File: src/rtl/sem_pkg.sv
package sem_pkg;
  typedef enum logic [1:0] {
    OWN_NONE = 2'b00,
    OWN_A    = 2'b01,
    OWN_B    = 2'b10
  } owner_t;
endpackage

File: src/rtl/sem_port_dec.sv
// Turns one port's strobes into per-flag claim and give-back pulses.
module sem_port_dec #(
  parameter int N_SEM  = 8,
  parameter int IDX_W  = $clog2(N_SEM),
  parameter int DATA_W = 16
) (
  input  logic              mem_cs,
  input  logic              sem_sel,
  input  logic              we,
  input  logic [IDX_W-1:0]  idx,
  input  logic [DATA_W-1:0] wdata,
  output logic [N_SEM-1:0]  req,
  output logic [N_SEM-1:0]  rel,
  output logic              rd
);
  logic acc;
  assign acc = sem_sel && !mem_cs;
  assign rd  = acc && !we;

  for (genvar i = 0; i < N_SEM; i++) begin : g_flag
    logic hit;
    assign hit    = acc && we && (idx == IDX_W'(i));
    assign req[i] = hit && !wdata[0];
    assign rel[i] = hit &&  wdata[0];
  end
endmodule

File: src/rtl/sem_cell.sv
// One lock flag: holder plus a single pending bit for the non-holder.
module sem_cell
  import sem_pkg::*;
(
  input  logic clk,
  input  logic rst,
  input  logic a_req,
  input  logic a_rel,
  input  logic b_req,
  input  logic b_rel,
  output logic hold_a,
  output logic hold_b,
  output logic pend_a,
  output logic pend_b
);
  owner_t owner_q, owner_d;
  logic   pend_q, pend_d;
  logic   wait_b, wait_a;

  always_comb begin
    owner_d = owner_q;
    pend_d  = pend_q;
    wait_b  = (pend_q || b_req) && !b_rel;
    wait_a  = (pend_q || a_req) && !a_rel;
    unique case (owner_q)
      OWN_NONE: begin
        if (a_req) begin
          owner_d = OWN_A;
          pend_d  = b_req;
        end else if (b_req) begin
          owner_d = OWN_B;
          pend_d  = 1'b0;
        end
      end
      OWN_A: begin
        if (a_rel) begin
          owner_d = wait_b ? OWN_B : OWN_NONE;
          pend_d  = 1'b0;
        end else begin
          pend_d = wait_b;
        end
      end
      OWN_B: begin
        if (b_rel) begin
          owner_d = wait_a ? OWN_A : OWN_NONE;
          pend_d  = 1'b0;
        end else begin
          pend_d = wait_a;
        end
      end
      default: begin
        owner_d = OWN_NONE;
        pend_d  = 1'b0;
      end
    endcase
  end

  always_ff @(posedge clk) begin
    if (rst) begin
      owner_q <= OWN_NONE;
      pend_q  <= 1'b0;
    end else begin
      owner_q <= owner_d;
      pend_q  <= pend_d;
    end
  end

  assign hold_a = (owner_q == OWN_A);
  assign hold_b = (owner_q == OWN_B);
  assign pend_a = pend_q && (owner_q == OWN_B);
  assign pend_b = pend_q && (owner_q == OWN_A);
endmodule

File: src/rtl/sem_read_port.sv
// Registered port-relative read: zeros when this port holds the flag.
module sem_read_port #(
  parameter int N_SEM  = 8,
  parameter int IDX_W  = $clog2(N_SEM),
  parameter int DATA_W = 16
) (
  input  logic              clk,
  input  logic              rst,
  input  logic              rd,
  input  logic [IDX_W-1:0]  idx,
  input  logic [N_SEM-1:0]  held,
  output logic [DATA_W-1:0] rdata
);
  always_ff @(posedge clk) begin
    if (rst) begin
      rdata <= '1;
    end else if (rd) begin
      rdata <= {DATA_W{~held[idx]}};
    end
  end
endmodule

File: src/rtl/sem_bank.sv
module sem_bank #(
  parameter int N_SEM  = 8,
  parameter int IDX_W  = $clog2(N_SEM),
  parameter int DATA_W = 16
) (
  input  logic              clk,
  input  logic              rst,
  input  logic              a_mem_cs,
  input  logic              a_sem_sel,
  input  logic              a_we,
  input  logic [IDX_W-1:0]  a_idx,
  input  logic [DATA_W-1:0] a_wdata,
  output logic [DATA_W-1:0] a_rdata,
  input  logic              b_mem_cs,
  input  logic              b_sem_sel,
  input  logic              b_we,
  input  logic [IDX_W-1:0]  b_idx,
  input  logic [DATA_W-1:0] b_wdata,
  output logic [DATA_W-1:0] b_rdata
);
  logic [N_SEM-1:0] a_req, a_rel, b_req, b_rel;
  logic [N_SEM-1:0] hold_a, hold_b, pend_a, pend_b;
  logic             a_rd, b_rd;

  sem_port_dec #(.N_SEM(N_SEM), .IDX_W(IDX_W), .DATA_W(DATA_W)) u_dec_a (
    .mem_cs(a_mem_cs), .sem_sel(a_sem_sel), .we(a_we), .idx(a_idx),
    .wdata(a_wdata), .req(a_req), .rel(a_rel), .rd(a_rd)
  );

  sem_port_dec #(.N_SEM(N_SEM), .IDX_W(IDX_W), .DATA_W(DATA_W)) u_dec_b (
    .mem_cs(b_mem_cs), .sem_sel(b_sem_sel), .we(b_we), .idx(b_idx),
    .wdata(b_wdata), .req(b_req), .rel(b_rel), .rd(b_rd)
  );

  for (genvar i = 0; i < N_SEM; i++) begin : g_cell
    sem_cell u_cell (
      .clk(clk), .rst(rst),
      .a_req(a_req[i]), .a_rel(a_rel[i]),
      .b_req(b_req[i]), .b_rel(b_rel[i]),
      .hold_a(hold_a[i]), .hold_b(hold_b[i]),
      .pend_a(pend_a[i]), .pend_b(pend_b[i])
    );
  end

  sem_read_port #(.N_SEM(N_SEM), .IDX_W(IDX_W), .DATA_W(DATA_W)) u_rd_a (
    .clk(clk), .rst(rst), .rd(a_rd), .idx(a_idx), .held(hold_a), .rdata(a_rdata)
  );

  sem_read_port #(.N_SEM(N_SEM), .IDX_W(IDX_W), .DATA_W(DATA_W)) u_rd_b (
    .clk(clk), .rst(rst), .rd(b_rd), .idx(b_idx), .held(hold_b), .rdata(b_rdata)
  );
endmodule

File: config.mk
export PLATFORM = sky130hd
export DESIGN_NAME = sem_bank
export DESIGN_NICKNAME = d
export VERILOG_FILES = /design/src/rtl/sem_pkg.sv /design/src/rtl/sem_port_dec.sv /design/src/rtl/sem_cell.sv /design/src/rtl/sem_read_port.sv /design/src/rtl/sem_bank.sv
export SDC_FILE = /design/constraint.sdc
export NUM_CORES = 1
export LEC_CHECK = 0
export ABC_AREA = 1
export BUFFER_PORTS_ARGS = -buffer_cell sky130_fd_sc_hd__buf_2
export CORE_UTILIZATION = 40
export DETAILED_ROUTE_END_ITERATION = 16
export HOLD_SLACK_MARGIN = 0.08
export PLACE_DENSITY = 0.72
export SLEW_MARGIN = 20
export SYNTH_ARGS = -nofsm -noshare
export SYNTH_HDL_FRONTEND = slang
export SYNTH_SLANG_ARGS = --single-unit
File: constraint.sdc
create_clock -name clk -period 1.6 [get_ports clk]
set_input_delay 0.08 -clock clk [delete_from_list [all_inputs] [get_ports clk]]
set_output_delay 0.08 -clock clk [all_outputs]
set_load 0.03 [all_outputs]
Word level (Yosys, flattened, before mapping)
Cells that the tools add are included.
{ "classes": {"n_lt_le_gt_ge": 2, "n_eq_ne": 54, "muxes": 100, "n_bitwise": 2, "n_reduce_logical": 126} }
{ "op_table": {"columns": ["operator", "count"], "rows": [
  ["$mux W2", 40],
  ["$logic_and A1 B1 Y1", 70],
  ["$pmux W2 S3", 8],
  ["$mux W1", 42],
  ["$ne A2 B1 Y1 const B", 16],
  ["$eq A3 B3 Y1 const B", 8],
  ["$ne A3 B1 Y1 const B", 8],
  ["$pmux W1 S3", 8],
  ["$reduce_and A3 Y1", 8],
  ["$logic_not A1 Y1", 22],
  ["$eq A2 B1 Y1 const B", 8],
  ["$eq A2 B2 Y1 const B", 8],
  ["$logic_not A2 Y1", 8],
  ["$logic_or A1 B1 Y1", 16],
  ["$eq A3 B2 Y1 const B", 4],
  ["$lt A3 B4 Y1 const B", 2],
  ["$bmux W1 S3", 2],
  ["$eq A3 B1 Y1 const B", 2],
  ["$logic_not A3 Y1", 2],
  ["$not A1 Y1", 2]
]} }
{ "word_totals": {"regBits": 26, "inputBits": 46, "word_cells": 302} }

Longest topological paths before layout
{ "depth": {"word_depth": 10, "ltp_mapped": 11} }

Modules after synthesis
A second synthesis with hierarchy kept.
{ "unflattened": {"hier_cells": 500, "area_unflattened_um2": 2717.6} }
{ "by_module_without_submodules": {"columns": ["mod", "instances", "cells_per_inst", "area_per_inst_um2", "seq_area_each_um2"], "rows": [
  ["sem_cell (g_cell[0].u_cell ...)", 4, 46, 251.5, 60.1],
  ["sem_cell (g_cell[4].u_cell ...)", 4, 42, 222.7, 60.1],
  ["sem_read_port", 2, 37, 230.2, 20.0],
  ["sem_port_dec", 2, 37, 180.2, 0.0]
]} }

Worst setup path after synthesis
Ideal clock, no wire load.
{ "synth_timing": {"path_kind": "input to register", "from": "input a_mem_cs", "to": "register g_cell[5].u_cell.pend_q", "setup_ns": 0.128, "t_arrival_ns": 0.965, "slack_ns": 0.508, "cell_stages": 11, "path_buffers": 1, "cell_sequence": "inv_1 > nand3_4 > buf_6 > nor2_4 > nand2_2 > nand2_1 > nor2_2 > inv_1 > nor2_1 > nor2_1 > nor2_1"} }
{ "synth_between": {"elab_chain_len": 9, "word_cells_on_any_way": 14, "classes_between": "1 x eq/ne; 4 x mux; 9 x reduce/logical"} }
{ "synth_rtl": {"columns": ["element", "line_no", "text"], "rows": [
  ["from (decl)", "sem_bank.sv:8", "input logic a_mem_cs,"],
  ["$logic_not A1 Y1 *", "sem_port_dec.sv:17", "assign acc = sem_sel && !mem_cs;"],
  ["$logic_and A1 B1 Y1 *", "sem_port_dec.sv:17", null],
  ["$logic_and A1 B1 Y1 * (2 in a row)", "sem_port_dec.sv:22", "assign hit = acc && we && (idx == IDX_W'(i));"],
  ["$logic_and A1 B1 Y1, on equally long branches", "sem_port_dec.sv:23, sem_port_dec.sv:24", null],
  ["$logic_or A1 B1 Y1 or $logic_not A1 Y1 (tied branches)", "sem_cell.sv:24", "wait_a = (pend_q || a_req) && !a_rel;"],
  ["$logic_and A1 B1 Y1", "sem_cell.sv:24", null],
  ["$mux W1", "sem_cell.sv:44", "if (b_rel) begin"],
  ["$pmux W1 S3", "sem_cell.sv:25", "unique case (owner_q)"],
  ["to (signal assigned)", "sem_cell.sv:64", "pend_q <= pend_d;"],
  ["to (decl)", "sem_cell.sv:17", "logic pend_q, pend_d;"]
]} }
Mark *: on every way between the ends. The rest lies on a longest branch, timed or not.
A chain may end at the register's enable or synchronous reset.

Worst setup path after layout
{ "layout_timing": {"from": "input b_we", "to": "register g_cell[0].u_cell.owner_q[0]"} }
{ "layout_between": {"elab_chain_len": 5, "word_cells_on_any_way": 7, "classes_between": "2 x eq/ne; 5 x reduce/logical"} }
{ "layout_rtl": {"columns": ["element", "line_no", "text"], "rows": [
  ["from (decl)", "sem_bank.sv:16", "input logic b_we,"],
  ["$logic_and A1 B1 Y1 * (2 in a row)", "sem_port_dec.sv:22", null],
  ["$logic_and A1 B1 Y1, on equally long branches", "sem_port_dec.sv:23, sem_port_dec.sv:24", null],
  ["$ne A3 B1 Y1 (no line) or $ne A2 B1 Y1 (tied branches)", null, null],
  ["$reduce_and A3 Y1 (no line) *", null, null],
  ["to (signal assigned)", "sem_cell.sv:63", "owner_q <= owner_d;"],
  ["to (decl)", "sem_cell.sv:16", "owner_t owner_q, owner_d;"]
]} }
Marked as above.

==> impl_metrics.toml <==
[worst_hold_path]
hold_class = "input port to flop"
whs_endpoint = "u_rd_a.rdata[0]$_SDFFE_PP1P_"
whs_path_depth = 3
min_from = "a_we"

[logic_synthesis]
ys_types = 27
synthTopCellsByArea = "nand2_1 (23%), dfxtp_1 (20%), inv_1 (11%), nor2_1 (9.1%), buf_4 (8.8%)"
syn_area_per_cell_um2 = 5.38
ys.flop_type = "dfxtp_1"
synth_edf_count = 0
yosys_warnings = 0
yosysMostFrequentCell = "nand2_1"
synth-seq-cells = 26
synth_top_cell_area_share = 0.228
synthArstFlopShare = 0
netlist_instances = 490
ys_seq_area_frac = 0.198
yosysTopAreaCell = "nand2_1"
syn_nets = 536
ys_top_cells_by_count = "nand2_1 (160), inv_1 (75), nor2_1 (64)"
syn_area_um2 = 2630

[pwr]
vdd_drop_max_uv = 360
power_density_nw_per_um2 = 690
leakagePower_nw = 1.53

[setup_path]
start_kind = "input port"
criticalPathCategory = "input port to flop"
crit_arrival_ps = 1710
cp-end-kind = "flop"
path_max_fanout = 6
r2r_cells = 8
worst_ep_required_time_ps = 1820
rr_startpoint = "g_cell[1].u_cell.owner_q[0]$_SDFFE_PP0P_"
timing.reg2reg.setup_slack_ps = 420
rr_endpoint = "g_cell[1].u_cell.owner_q[1]$_SDFFE_PP0P_"
crit_start = "b_we"

[sta]
finalSetupViolations = 0
fmaxAchievable_mhz = 670
report.final.slew_viol_count = 0
tns_ps = 0
fin_crit_sh = 0.933
final-hold-violation-count = 0
tightestPinTransition_ps = 400
slew_headroom = 0.732
fin_skew_ps = 3.88
finalWorstSetupSlack_ps = 108
post-route-min-period_ps = 1490
whs_ps = 131
grt_setup_unrepaired = "yes"

[route]
first_iter_violations = 145
dr.pass1.iters = 5
via_count = 2832
vias_per_cell = 4.84
drt_wl_total_um = 6420
wl_per_cell_um = 11.0
drc = 0
ant_nets = 0

[cts]
cts_root_buf = "clkbuf_8"
cts-buffers-inserted = 3
tritoncts = "built"
cts_buffer_depth = 2
clk_pin_slew_worst_paths_ps = 100
clk_latency_ps = 280
cts.htree.levels = 1
cts.sinks = 26

[floorplanning]
die_width_um = 83.1
die_area_um2 = 6910
core_area_um2 = 6350
dieHeight_um = 83.1
row_count = 29
start_util = 0.415
num_io_pins = 78

[final_layout]
drive_gt1_frac = 0.163
fin_area_um2 = 2800
layout.nets = 555
diodes = 0
syn2layout_area_growth_pct = 6.13

[global_route]
grt_pass1_vias = 2547
track_usage = 0.184
grt_max_degree = 18
grt_pass1_wl_um = 10700
antenna_found_initial = 0
gr-total-overflow = 0

[placement]
dp_slack_ps = 185
io_buffers = 47
place_congestion = 0.904
placed_area_um2 = 2700
post-dp-hpwl_um = 4830

[flow_run]
cap_violations = 0

[run_status]
outcome = "finished clean"
[final cells by class]
| cell class | count | area [um2] |
|---|---|---|
| clock buffer | 4 | 55.1 |
| fill | 677 | 3550 |
| inverter | 77 | 289 |
| multi-input combinational | 348 | 1550 |
| sequential | 26 | 520 |
| tap | 77 | 96.3 |
| timing repair buffer | 53 | 283 |
[critical path: stages]
cell,delay (ps)
dlygate4sd3_1,520
buf_2,170
nand3_2,200
nor2_2,210
nand2_1,80
inv_1,80
nor2_1,50
nor2_1,120
nand2_1,70
a21oi_1,120
[metrics by stage]
stage	std cells	util	power, mW
global placement	578	0.426	1.46
global route	585	0.440	2.08
CTS	583	0.436	1.93
detailed placement	578	0.426	1.47
floorplan	490	-	1.35
finish	585	0.440	1.93
[power by group]
group / internal [mW] / switching [mW]
combinational: 0.213 / 0.515
clock: 0.221 / 0.238
sequential: 0.701 / 0.0414
total: 1.14 / 0.794
[what timing repair did]
| item | in CTS | in global routing |
|---|---|---|
| hold buffers | 1 | 0 |
| endpoints found under the setup margin | 0 | 24 |
| resized for setup | 0 | 2 |
| buffers inserted | 0 | 1 |
| hold endpoints to repair | 1 | 0 |
[sequential cells by signal, summed over array words and instances (netlist names)]
signal	flops
u_rd_b.rdata	1
u_rd_a.rdata	1
g_cell.u_cell.pend_q	8
g_cell.u_cell.owner_q	16
[cell families (layout without fill, tap and decap cells)]
group / Yosys count / after routing / synth area share
and+or+nand+nor: 300 / 301 / 0.486
AOI/OAI and AO/OA: 47 / 47 / 0.0950
buffers and inverters: 117 / 134 / 0.221
DFF: 26 / 26 / 0.198
[placed cells by master, fill, tap and decap left out, types with 3 or more instances in the layout]
| cell type | instances |
|---|---|
| nand2_1 | 160 |
| inv_1 | 75 |
| nor2_1 | 63 |
| buf_2 | 47 |
| nand3_1 | 43 |
| dfxtp_1 | 26 |
| o21ai_0 | 20 |
| a21oi_1 | 20 |
| nor2_2 | 15 |
| nor3_1 | 7 |
| nand2_2 | 5 |
| buf_4 | 5 |
| clkbuf_8 | 4 |
| nand3_2 | 3 |
[per-layer routing]
layer	up-vias	track usage	wire length, um
li1	1515	-	-
met1	1212	0.217	2800
met2	92	0.343	3090
met3	13	0.00795	383
met4	0	0.0799	133
met5	-	0	0
[how the worst max path moves through the flow]
stage / to / cells after the start
finish: g_cell[0].u_cell.owner_q[0]$_SDFFE_PP0P_ / 10
global route: g_cell[0].u_cell.owner_q[0]$_SDFFE_PP0P_ / 10
CTS: g_cell[7].u_cell.pend_q$_SDFFE_PP0P_ / 9
floorplan: g_cell[5].u_cell.pend_q$_SDFFE_PP0P_ / 11
global placement: g_cell[7].u_cell.pend_q$_SDFFE_PP0P_ / 9
detailed placement: g_cell[6].u_cell.owner_q[1]$_SDFFE_PP0P_ / 10
No activity file was read; power rests on OpenSTA's default activity.
